**config.mk**
```make
export PLATFORM = sky130hd
export DESIGN_NAME = cfg_seq_top
export DESIGN_NICKNAME = d
export VERILOG_FILES = /design/src/rtl/cfg_seq_pkg.sv /design/src/rtl/cfg_sync.sv /design/src/rtl/cfg_beat_cnt.sv /design/src/rtl/cfg_fsm.sv /design/src/rtl/cfg_seq_top.sv
export SDC_FILE = /design/constraint.sdc
export NUM_CORES = 1
export LEC_CHECK = 0
export BUFFER_PORTS_ARGS = -buffer_cell sky130_fd_sc_hd__buf_2
export CORE_UTILIZATION = 50
export DETAILED_ROUTE_END_ITERATION = 12
export GPL_ROUTABILITY_DRIVEN = 0
export MAX_ROUTING_LAYER = met4
export PLACE_DENSITY = 0.65
export RECOVER_POWER = 25
export SKIP_LAST_GASP = 1
export SYNTH_ARGS = -nofsm -noshare
export SYNTH_HDL_FRONTEND = slang
export SYNTH_SLANG_ARGS = --single-unit
```
**constraint.sdc**
```tcl
create_clock -name clk -period 2.1 [get_ports clk]
set_clock_uncertainty 0.15 [all_clocks]
set_input_delay 0.42 -clock clk [delete_from_list [all_inputs] [get_ports clk]]
set_output_delay 0.42 -clock clk [all_outputs]
set_load 0.02 [all_outputs]
```
**src/rtl/cfg_seq_pkg.sv**
```systemverilog
package cfg_seq_pkg;
  typedef enum logic [2:0] {
    ST_START = 3'd0,
    ST_IDLE  = 3'd1,
    ST_LOAD  = 3'd2,
    ST_ERRP  = 3'd3,
    ST_ERRH  = 3'd4,
    ST_INIT  = 3'd5,
    ST_USER  = 3'd6,
    ST_CLEAN = 3'd7
  } seq_state_t;
endpackage

```
**src/rtl/cfg_sync.sv**
```systemverilog
module cfg_sync #(
  parameter int unsigned W = 1,
  parameter int unsigned DEPTH = 2,
  parameter logic [W-1:0] RST_VAL = '0
) (
  input  logic         clk,
  input  logic         rst_n,
  input  logic [W-1:0] d_i,
  output logic [W-1:0] q_o
);
  logic [W-1:0] stg [DEPTH];

  always_ff @(posedge clk or negedge rst_n) begin
    if (!rst_n) begin
      for (int i = 0; i < DEPTH; i++) stg[i] <= RST_VAL;
    end else begin
      stg[0] <= d_i;
      for (int i = 1; i < DEPTH; i++) stg[i] <= stg[i-1];
    end
  end

  assign q_o = stg[DEPTH-1];
endmodule

```
**src/rtl/cfg_beat_cnt.sv**
```systemverilog
module cfg_beat_cnt #(
  parameter int unsigned EXP_WORDS = 8
) (
  input  logic clk,
  input  logic rst_n,
  input  logic clr_i,
  input  logic beat_i,
  input  logic last_i,
  output logic fin_ok_o,
  output logic fin_short_o
);
  localparam int unsigned CW = $clog2(EXP_WORDS + 1);
  localparam logic [CW:0] EXP_V = (CW+1)'(EXP_WORDS);

  logic [CW-1:0] cnt;
  logic [CW:0]   nxt;

  assign nxt         = {1'b0, cnt} + 1'b1;
  assign fin_ok_o    = beat_i && last_i && (nxt >= EXP_V);
  assign fin_short_o = beat_i && last_i && (nxt <  EXP_V);

  always_ff @(posedge clk or negedge rst_n) begin
    if (!rst_n)                                cnt <= '0;
    else if (clr_i)                            cnt <= '0;
    else if (beat_i && ({1'b0, cnt} != EXP_V)) cnt <= cnt + 1'b1;
  end


  cnt_bound_chk: assert property (@(posedge clk) disable iff (!rst_n)
    ({1'b0, cnt} <= EXP_V));
endmodule

```
**src/rtl/cfg_fsm.sv**
```systemverilog
module cfg_fsm
  import cfg_seq_pkg::*;
#(
  parameter int unsigned MSEL_W     = 3,
  parameter logic [MSEL_W-1:0] JTAG_SEL = '1,
  parameter int unsigned ERR_PULSE  = 4,
  parameter int unsigned INIT_CYC   = 8,
  parameter int unsigned CLEAN_CYC  = 64,
  parameter int unsigned SYNC_DEPTH = 2
) (
  input  logic              clk,
  input  logic              rst_n,
  input  logic [MSEL_W-1:0] msel_s_i,
  input  logic              req_n_s_i,
  input  logic              jst_s_i,
  input  logic              err_s_i,
  input  logic              fin_ok_i,
  input  logic              fin_short_i,
  output logic              cnt_clr_o,
  output logic              s_ready_o,
  output logic              status_n_o,
  output logic              load_done_o,
  output logic              init_done_o
);
  localparam int unsigned M1 = (ERR_PULSE > INIT_CYC) ? ERR_PULSE : INIT_CYC;
  localparam int unsigned M2 = (M1 > CLEAN_CYC) ? M1 : CLEAN_CYC;
  localparam int unsigned CNT_MAX = (M2 > SYNC_DEPTH) ? M2 : SYNC_DEPTH;
  localparam int unsigned CNT_W = $clog2(CNT_MAX + 1);
  localparam logic [CNT_W-1:0] ERR_LD   = CNT_W'(ERR_PULSE - 1);
  localparam logic [CNT_W-1:0] INIT_LD  = CNT_W'(INIT_CYC - 1);
  localparam logic [CNT_W-1:0] CLEAN_LD = CNT_W'(CLEAN_CYC - 1);
  localparam logic [CNT_W-1:0] POR_LD   = CNT_W'(SYNC_DEPTH);

  seq_state_t       state, nstate;
  logic [CNT_W-1:0] cnt, ncnt;
  logic             jtag_mode, n_mode;
  logic             por_seen, n_por;
  logic             jtag_act, n_jact;
  logic             req_q, jst_q;
  logic             req_rise, req_fall, jst_rise;
  seq_state_t       home;

  assign req_rise = req_n_s_i && !req_q;
  assign req_fall = !req_n_s_i && req_q;
  assign jst_rise = jst_s_i && !jst_q;
  assign home     = jtag_mode ? ST_START : ST_IDLE;

  always_comb begin
    nstate    = state;
    ncnt      = (cnt != '0) ? cnt - 1'b1 : '0;
    n_mode    = jtag_mode;
    n_por     = por_seen;
    n_jact    = jtag_act;
    cnt_clr_o = 1'b0;
    if (por_seen && jst_rise) begin
      nstate    = ST_LOAD;
      n_jact    = 1'b1;
      cnt_clr_o = 1'b1;
    end else begin
      case (state)
        ST_START: begin
          if (!por_seen && cnt == '0) begin
            n_por  = 1'b1;
            n_mode = (msel_s_i == JTAG_SEL);
            if (msel_s_i != JTAG_SEL) nstate = ST_IDLE;
          end
        end
        ST_IDLE: begin
          if (req_rise) begin
            nstate = ST_LOAD;
            n_jact = 1'b0;
          end
        end
        ST_LOAD: begin
          if (jtag_act && req_fall) begin
            nstate = home;
            n_jact = 1'b0;
          end else if (err_s_i || fin_short_i) begin
            nstate = ST_ERRP;
            ncnt   = ERR_LD;
          end else if (fin_ok_i) begin
            nstate = ST_INIT;
            ncnt   = INIT_LD;
          end
        end
        ST_ERRP:  if (cnt == '0) nstate = ST_ERRH;
        ST_ERRH:  if (!req_n_s_i) nstate = home;
        ST_INIT:  if (cnt == '0) nstate = ST_USER;
        ST_USER: begin
          if (req_rise) begin
            nstate = ST_CLEAN;
            ncnt   = CLEAN_LD;
          end
        end
        ST_CLEAN: if (cnt == '0) nstate = home;
        default:  nstate = home;
      endcase
    end
  end

  always_ff @(posedge clk or negedge rst_n) begin
    if (!rst_n) begin
      state     <= ST_START;
      cnt       <= POR_LD;
      jtag_mode <= 1'b0;
      por_seen  <= 1'b0;
      jtag_act  <= 1'b0;
      req_q     <= 1'b0;
      jst_q     <= 1'b0;
    end else begin
      state     <= nstate;
      cnt       <= ncnt;
      jtag_mode <= n_mode;
      por_seen  <= n_por;
      jtag_act  <= n_jact;
      req_q     <= req_n_s_i;
      jst_q     <= jst_s_i;
    end
  end

  assign s_ready_o   = (state == ST_LOAD);
  assign status_n_o  = (state == ST_LOAD) || (state == ST_ERRH) || (state == ST_INIT) ||
                       (state == ST_USER) || (state == ST_CLEAN);
  assign load_done_o = (state == ST_INIT) || (state == ST_USER);
  assign init_done_o = (state == ST_USER);


  init_order_chk: assert property (@(posedge clk) disable iff (!rst_n)
    $rose(init_done_o) |-> $past(load_done_o));

  done_after_last_chk: assert property (@(posedge clk) disable iff (!rst_n)
    $rose(load_done_o) |-> $past(fin_ok_i));

  pulse_end_chk: assert property (@(posedge clk) disable iff (!rst_n)
    (state == ST_ERRP && cnt == '0 && !(por_seen && jst_rise)) |=> status_n_o);

  clean_entry_chk: assert property (@(posedge clk) disable iff (!rst_n)
    (state == ST_USER && req_rise && !jst_rise) |=> (!load_done_o && !init_done_o && status_n_o));

  idle_hold_chk: assert property (@(posedge clk) disable iff (!rst_n)
    (state == ST_IDLE && !req_rise && !(por_seen && jst_rise)) |=> !status_n_o);
endmodule

```
**src/rtl/cfg_seq_top.sv**
```systemverilog
module cfg_seq_top #(
  parameter int unsigned MSEL_W     = 3,
  parameter logic [MSEL_W-1:0] JTAG_SEL = '1,
  parameter int unsigned EXP_WORDS  = 8,
  parameter int unsigned ERR_PULSE  = 4,
  parameter int unsigned INIT_CYC   = 8,
  parameter int unsigned CLEAN_CYC  = 64,
  parameter int unsigned SYNC_DEPTH = 2
) (
  input  logic              clk,
  input  logic              rst_n,
  input  logic [MSEL_W-1:0] msel_i,
  input  logic              cfg_req_n_i,
  input  logic              jtag_start_i,
  input  logic              load_err_i,
  input  logic              s_valid_i,
  input  logic              s_last_i,
  output logic              s_ready_o,
  output logic              status_n_o,
  output logic              load_done_o,
  output logic              init_done_o
);
  localparam int unsigned PIN_W = MSEL_W + 3;

  logic [PIN_W-1:0]  pins_raw, pins_s;
  logic [MSEL_W-1:0] msel_s;
  logic              req_n_s, jst_s, err_s;
  logic              beat, fin_ok, fin_short, cnt_clr, rdy;

  assign pins_raw = {msel_i, cfg_req_n_i, jtag_start_i, load_err_i};
  assign {msel_s, req_n_s, jst_s, err_s} = pins_s;

  cfg_sync #(.W(PIN_W), .DEPTH(SYNC_DEPTH), .RST_VAL('0)) u_sync (
    .clk(clk), .rst_n(rst_n), .d_i(pins_raw), .q_o(pins_s)
  );

  assign beat = s_valid_i && rdy;

  cfg_beat_cnt #(.EXP_WORDS(EXP_WORDS)) u_cnt (
    .clk(clk), .rst_n(rst_n), .clr_i(cnt_clr || !rdy), .beat_i(beat),
    .last_i(s_last_i), .fin_ok_o(fin_ok), .fin_short_o(fin_short)
  );

  cfg_fsm #(
    .MSEL_W(MSEL_W), .JTAG_SEL(JTAG_SEL), .ERR_PULSE(ERR_PULSE),
    .INIT_CYC(INIT_CYC), .CLEAN_CYC(CLEAN_CYC), .SYNC_DEPTH(SYNC_DEPTH)
  ) u_fsm (
    .clk(clk), .rst_n(rst_n), .msel_s_i(msel_s), .req_n_s_i(req_n_s),
    .jst_s_i(jst_s), .err_s_i(err_s), .fin_ok_i(fin_ok), .fin_short_i(fin_short),
    .cnt_clr_o(cnt_clr), .s_ready_o(rdy), .status_n_o(status_n_o),
    .load_done_o(load_done_o), .init_done_o(init_done_o)
  );

  assign s_ready_o = rdy;


  ready_status_chk: assert property (@(posedge clk) disable iff (!rst_n)
    s_ready_o |-> status_n_o);

  init_needs_done_chk: assert property (@(posedge clk) disable iff (!rst_n)
    init_done_o |-> load_done_o);
endmodule

```
=== After elaboration in Yosys (flattened, before gate mapping) ===
Index checks and enable logic that the tools add are counted.

* $add $sub $neg: 3
* Magnitude comparators: 2
* Equality and inequality tests: 20
* Multiplexer cells: 28
* Bitwise operators: 1
* Reduce and logical (&&, ||, !) cells: 31

{| class="wikitable"
|+ Operator list
! cell !! number
|-
| 2-to-1 mux 7 bit || 6
|-
| 2-to-1 mux 3 bit || 12
|-
| inequality test 3 x 1 -> 1 bit (second input constant) || 8
|-
| case mux 3 bit (8 select lines) || 1
|-
| == test 3 bit (second input constant) || 5
|-
| case mux 7 bit (2 select lines) || 1
|-
| logical AND 1 bit || 11
|-
| AND reduction 9 bit || 1
|-
| 2-to-1 mux 4 bit || 2
|-
| zero test 7 bit || 1
|-
| logical OR 1 bit || 7
|-
| nonzero test 7 bit || 1
|-
| subtractor 7 x 1 -> 7 bit (second input constant) || 1
|-
| == test 3 x 2 -> 1 bit (second input constant) || 2
|-
| AND reduction 3 bit || 2
|-
| adder 4 x 1 -> 5 bit (second input constant) || 1
|-
| greater-or-equal comparator 5 x 4 -> 1 bit (second input constant) || 1
|-
| zero test 1 bit || 5
|-
| < comparator 5 x 4 -> 1 bit (second input constant) || 1
|-
| 2-to-1 mux 1 bit || 5
|-
| inequality test 5 x 2 -> 1 bit (second input constant) || 1
|-
| adder 4 x 1 -> 4 bit (second input constant) || 1
|-
| inequality test 4 bit (second input constant) || 1
|-
| == test 3 x 1 -> 1 bit (second input constant) || 1
|-
| other kinds (7) || 7
|}

* Register bits: 31
* Word-level logic and storage cells: 95

=== Longest topological paths before layout ===
* Word-level depth: 9
* Gate-level depth with buffers: 7
* Gate-level depth less buffers: 7

=== Cells and area by module ===
Synthesis repeated with hierarchy kept, for this count alone.

* Cell total of the unflattened synthesis: 162
* Area total of the unflattened synthesis: 1600.3 µm²

{| class="wikitable"
|+ By module, submodules not included
! module !! times used !! cells each !! area an instance (µm²)
|-
| cfg_fsm || 1 || 113 || 978.4
|-
| cfg_sync || 1 || 18 || 345.3
|-
| cfg_beat_cnt || 1 || 29 || 264.0
|-
| cfg_seq_top || 1 || 2 || 12.5
|}

=== Worst setup path after synthesis ===
No wires, ideal clock.

* Path kind: reg-to-reg
* From: reg u_fsm.cnt[0]
* To: reg u_fsm.jtag_mode
* Data arrival time: 1.527 ns
* Data required time: 1.825 ns
* Setup slack: 0.299 ns
* Stages on the path, launching flop included: 8
* Period minus slack after synthesis: 1.801 ns
* Cell sequence: dfrtp_1 inv_1 ha_1 nor3b_1 and2_1 nand3_1 nor2_1 mux2_2

* Cells in the longest elaborated chain, start to end: 3

{| class="wikitable"
|+ Ends and longest elaborated chain
! what !! RTL line !! text
|-
| from (decl) || cfg_fsm.sv:35 || <nowiki>logic [CNT_W-1:0] cnt, ncnt;</nowiki>
|-
| from (signal assigned) || cfg_fsm.sv:112 || <nowiki>cnt <= ncnt;</nowiki>
|-
| zero test 7 bit || cfg_fsm.sv:62 || <nowiki>if (!por_seen && cnt == '0) begin</nowiki>
|-
| logical AND 1 bit || cfg_fsm.sv:62 ||
|-
| AND reduction 3 bit (no line) || - ||
|-
| to (signal assigned) || cfg_fsm.sv:113 || <nowiki>jtag_mode <= n_mode;</nowiki>
|-
| to (decl) || cfg_fsm.sv:36 || <nowiki>logic jtag_mode, n_mode;</nowiki>
|}

No other way between the ends.
A chain may end at the register's enable or synchronous reset.

=== Final worst setup path ===
* From: reg u_fsm.state[2]
* To: out s_ready_o

* Cells in the longest elaborated chain, start to end: 1

{| class="wikitable"
|+ Ends and longest elaborated chain
! what !! RTL line !! text
|-
| from (decl) || cfg_fsm.sv:34 || <nowiki>seq_state_t state, nstate;</nowiki>
|-
| from (signal assigned) || cfg_fsm.sv:111 || <nowiki>state <= nstate;</nowiki>
|-
| == test 3 x 2 -> 1 bit || cfg_fsm.sv:121 || <nowiki>assign s_ready_o = (state == ST_LOAD);</nowiki>
|-
| to (decl) || cfg_seq_top.sv:18 || <nowiki>output logic s_ready_o,</nowiki>
|}

No other way between the ends.

==> results.yml <==
cts:
  clk_latency_ns: 0.34
  clock_path_buffers: 2
  clk_pin_slew_ns: 0.10
  cts.sinks: 31
  h-tree-depth: 2
  cts_tree: "yes"
  clockRootBuffer: "clkbuf_4"
  cts_buffers: 5
  cts_setup_buffers: 0
floorplan:
  die_w_um: 57.1
  die_area_um2: 3260
  start_util_pct: 53.7
  fp.dieH_um: 57.1
  ios: 14
  rows: 19
  core_region_area_um2: 2830
synth:
  synth_cell_type_count: 38
  synth-async-reset-ratio_pct: 100
  ys_warn_count: 0
  avgSynthCellArea_um2: 10.5
  ys_ff_latch: 31
  netlist_area_um2: 1520
  syn-num-nets: 159
  synthFlopType: "dfrtp_1"
  synth-edff-count: 0
  synthCells: 145
  ys_seq_area_share_pct: 51.1
cells_and_area:
  drive_gt1_share_pct: 20.8
  nets: 181
  antennaDiodeCount: 0
  layout_commonest_cell: "dfrtp_1"
  final_area_um2: 1750
  area_growth_pct: 15.1
  mostFrequentLayoutCells: "dfrtp_1 (29), nor2_1 (15), buf_2 (12)"
  fin_util_pct: 61.8
flow_run:
  maxCapViolCount: 0
global_route:
  grt_max_degree: 32
  track_usage_pct: 19.8
  grt_overflow_total: 0
  antenna_found_initial: 0
  grt_pass1_vias: 1035
  grt_pass1_wl_um: 4680
critical_path:
  crit_slowest_cell: "dfrtp_2"
  worstPathMaxFanout: 12
  cp.depth: 2
  cp_top_family: "flip-flops"
  slowest_delay_ns: 0.51
  startpoint_type: "register"
  path_class: "reg2out"
  end_kind: "output pin"
  cp.required_ns: 1.53
  cp.buffers_inverters: 1
  critPathArrivalTime_ns: 1.40
  reg2reg_depth: 7
  path_cells: "nor3b_4, buf_2"
timing:
  fmax_mhz: 508
  final_max_slew_viol_count: 0
  final.setup.tns_ns: 0
  setup_viol: 0
  min_period_ns: 1.97
  holdWs_ns: 0.0358
  slew-limit-headroom_pct: 49.8
  finalHoldViolCount: 0
  worstMarginPinSlew_ns: 0.752
  finalCritPeriodShare_pct: 93.7
  rsz0062_at_grt: "false"
power:
  power.leakage_uw: 0.000837
  p_comb_share_pct: 2.3
  total_power_uw: 1230
  swShare_pct: 19.2
  seqPwrFrac_pct: 50.3
  clockPowerShare_pct: 47.4
  power.density_nw_per_um2: 701
  switching_power_uw: 235
  vdd_drop_max_mv: 0.574
  internal_power_uw: 991
placed_design:
  place_area_um2: 1630
  io_buffers: 13
  hpwlAfterDp_um: 1960
worst_hold_path:
  hp-class: "in2reg"
  hold_depth: 1
route:
  wirelength_um: 2690
  avgViaCountPerCell: 5.55
  first_pass_iters: 4
  drt_iter0_markers: 33
  wl_per_cell_um: 13.5
  ant_nets: 0
  drc: 0
  vias: 1105
run_status:
  status: "finished, final reports clean"
timing repair:
item                                    CTS  global route
gates resized for setup                   0             2
hold buffers                              1             0
hold endpoints to repair                 30             0
endpoints found under the setup margin    0             5
power by group through the flow:
stage / Sequential (µW) / Clock [µW] / Combinational [µW]
after floorplan: 626 / 0 / 6.23
final: 617 / 581 / 28.0
after global routing: 618 / 625 / 32.3
after detailed placement: 628 / 0 / 27.8
after global placement: 628 / 0 / 26.9
after CTS: 617 / 597 / 29.3
through the flow:
stage / std cells / setup slack (ns)
floorplan: 145 / 0.299
global placement: 190 / 0.223
detailed placement: 190 / 0.147
finish: 199 / 0.133
global route: 199 / 0.0468
CTS: 199 / 0.0596
metal layers:
metal / up-vias / wire, µm / part of all wire (%) / track usage [%]
met5: - / 0 / 0 / -
met4: 0 / 56 / 2.1 / 8.36
met3: 5 / 144 / 5.3 / 6.12
met2: 35 / 1240 / 46 / 29.4
met1: 519 / 1250 / 47 / 25.1
li1: 546 / - / - / -
Yosys cell counts (2+ instances only):
library cell,number,area share [%]
dfrtp_1,30,49
nor2_1,15,3.7
o21ai_0,10,3.3
a21oi_1,9,3.0
nand2_1,9,2.2
inv_1,7,1.7
nand2b_1,6,2.5
xnor2_1,6,3.5
and3_1,4,1.6
ha_1,4,3.3
mux2i_1,4,2.6
nor3_1,4,1.3
nand3_1,3,0.99
nand3b_1,3,1.5
xor2_1,3,1.7
and3b_1,2,1.2
nand2_2,2,0.82
nor4_1,2,0.82
o211a_1,2,1.3
or3_1,2,0.82
final cells by class:
| cell class | instances | area (µm²) |
|---|---|---|
| Sequential cell | 31 | 778 |
| Tap cell | 31 | 38.8 |
| Multi-Input combinational cell | 105 | 703 |
| Fill cell | 254 | 1080 |
| Clock inverter | 3 | 67.6 |
| Timing Repair Buffer | 17 | 97.6 |
| Clock buffer | 5 | 37.5 |
| Inverter | 7 | 26.3 |
cells by family (layout without fill, tap and decap cells):
group / after synthesis / in the layout / synth area share (%)
flops: 31 / 31 / 51.1
fa+ha+maj: 4 / 4 / 3.29
simple gates: 58 / 58 / 21.6
buf+inv: 9 / 32 / 2.96
compound gates: 29 / 29 / 12.5
mux: 5 / 5 / 3.37
xor+xnor: 9 / 9 / 5.19
path summary, 6_finish.rpt:
check / start / to / slack (ns)
min: load_err_i / u_sync.stg[6]$_DFF_PN0_ / 0.04
min in group asynchronous: rst_n / u_cnt.cnt[2]$_DFFE_PN0P_ / 0.52
max reg2reg: u_fsm.cnt[0]$_DFF_PN0_ / u_fsm.jtag_mode$_DFFE_PN0P_ / 0.23
min reg2reg: u_sync.stg[8]$_DFF_PN0_ / u_sync.q_o[2]$_DFF_PN0_ / 0.21
max: u_fsm.state[2]$_DFFE_PN0P_ / s_ready_o / 0.13
max in group asynchronous: rst_n / u_fsm.state[2]$_DFFE_PN0P_ / 0.75
sequential cells by signal, indices dropped and copies added (netlist names):
| name | flops |
|---|---|
| u_fsm.jtag_act | 1 |
| u_fsm.state | 3 |
| u_sync.stg | 6 |
| u_sync.q_o | 6 |
| u_fsm.por_seen | 1 |
| u_fsm.jtag_mode | 1 |
| u_fsm.jst_q | 1 |
| u_cnt.cnt | 4 |
| u_fsm.cnt | 7 |
| u_fsm.req_q | 1 |
Power figures use the tool's default switching activity.
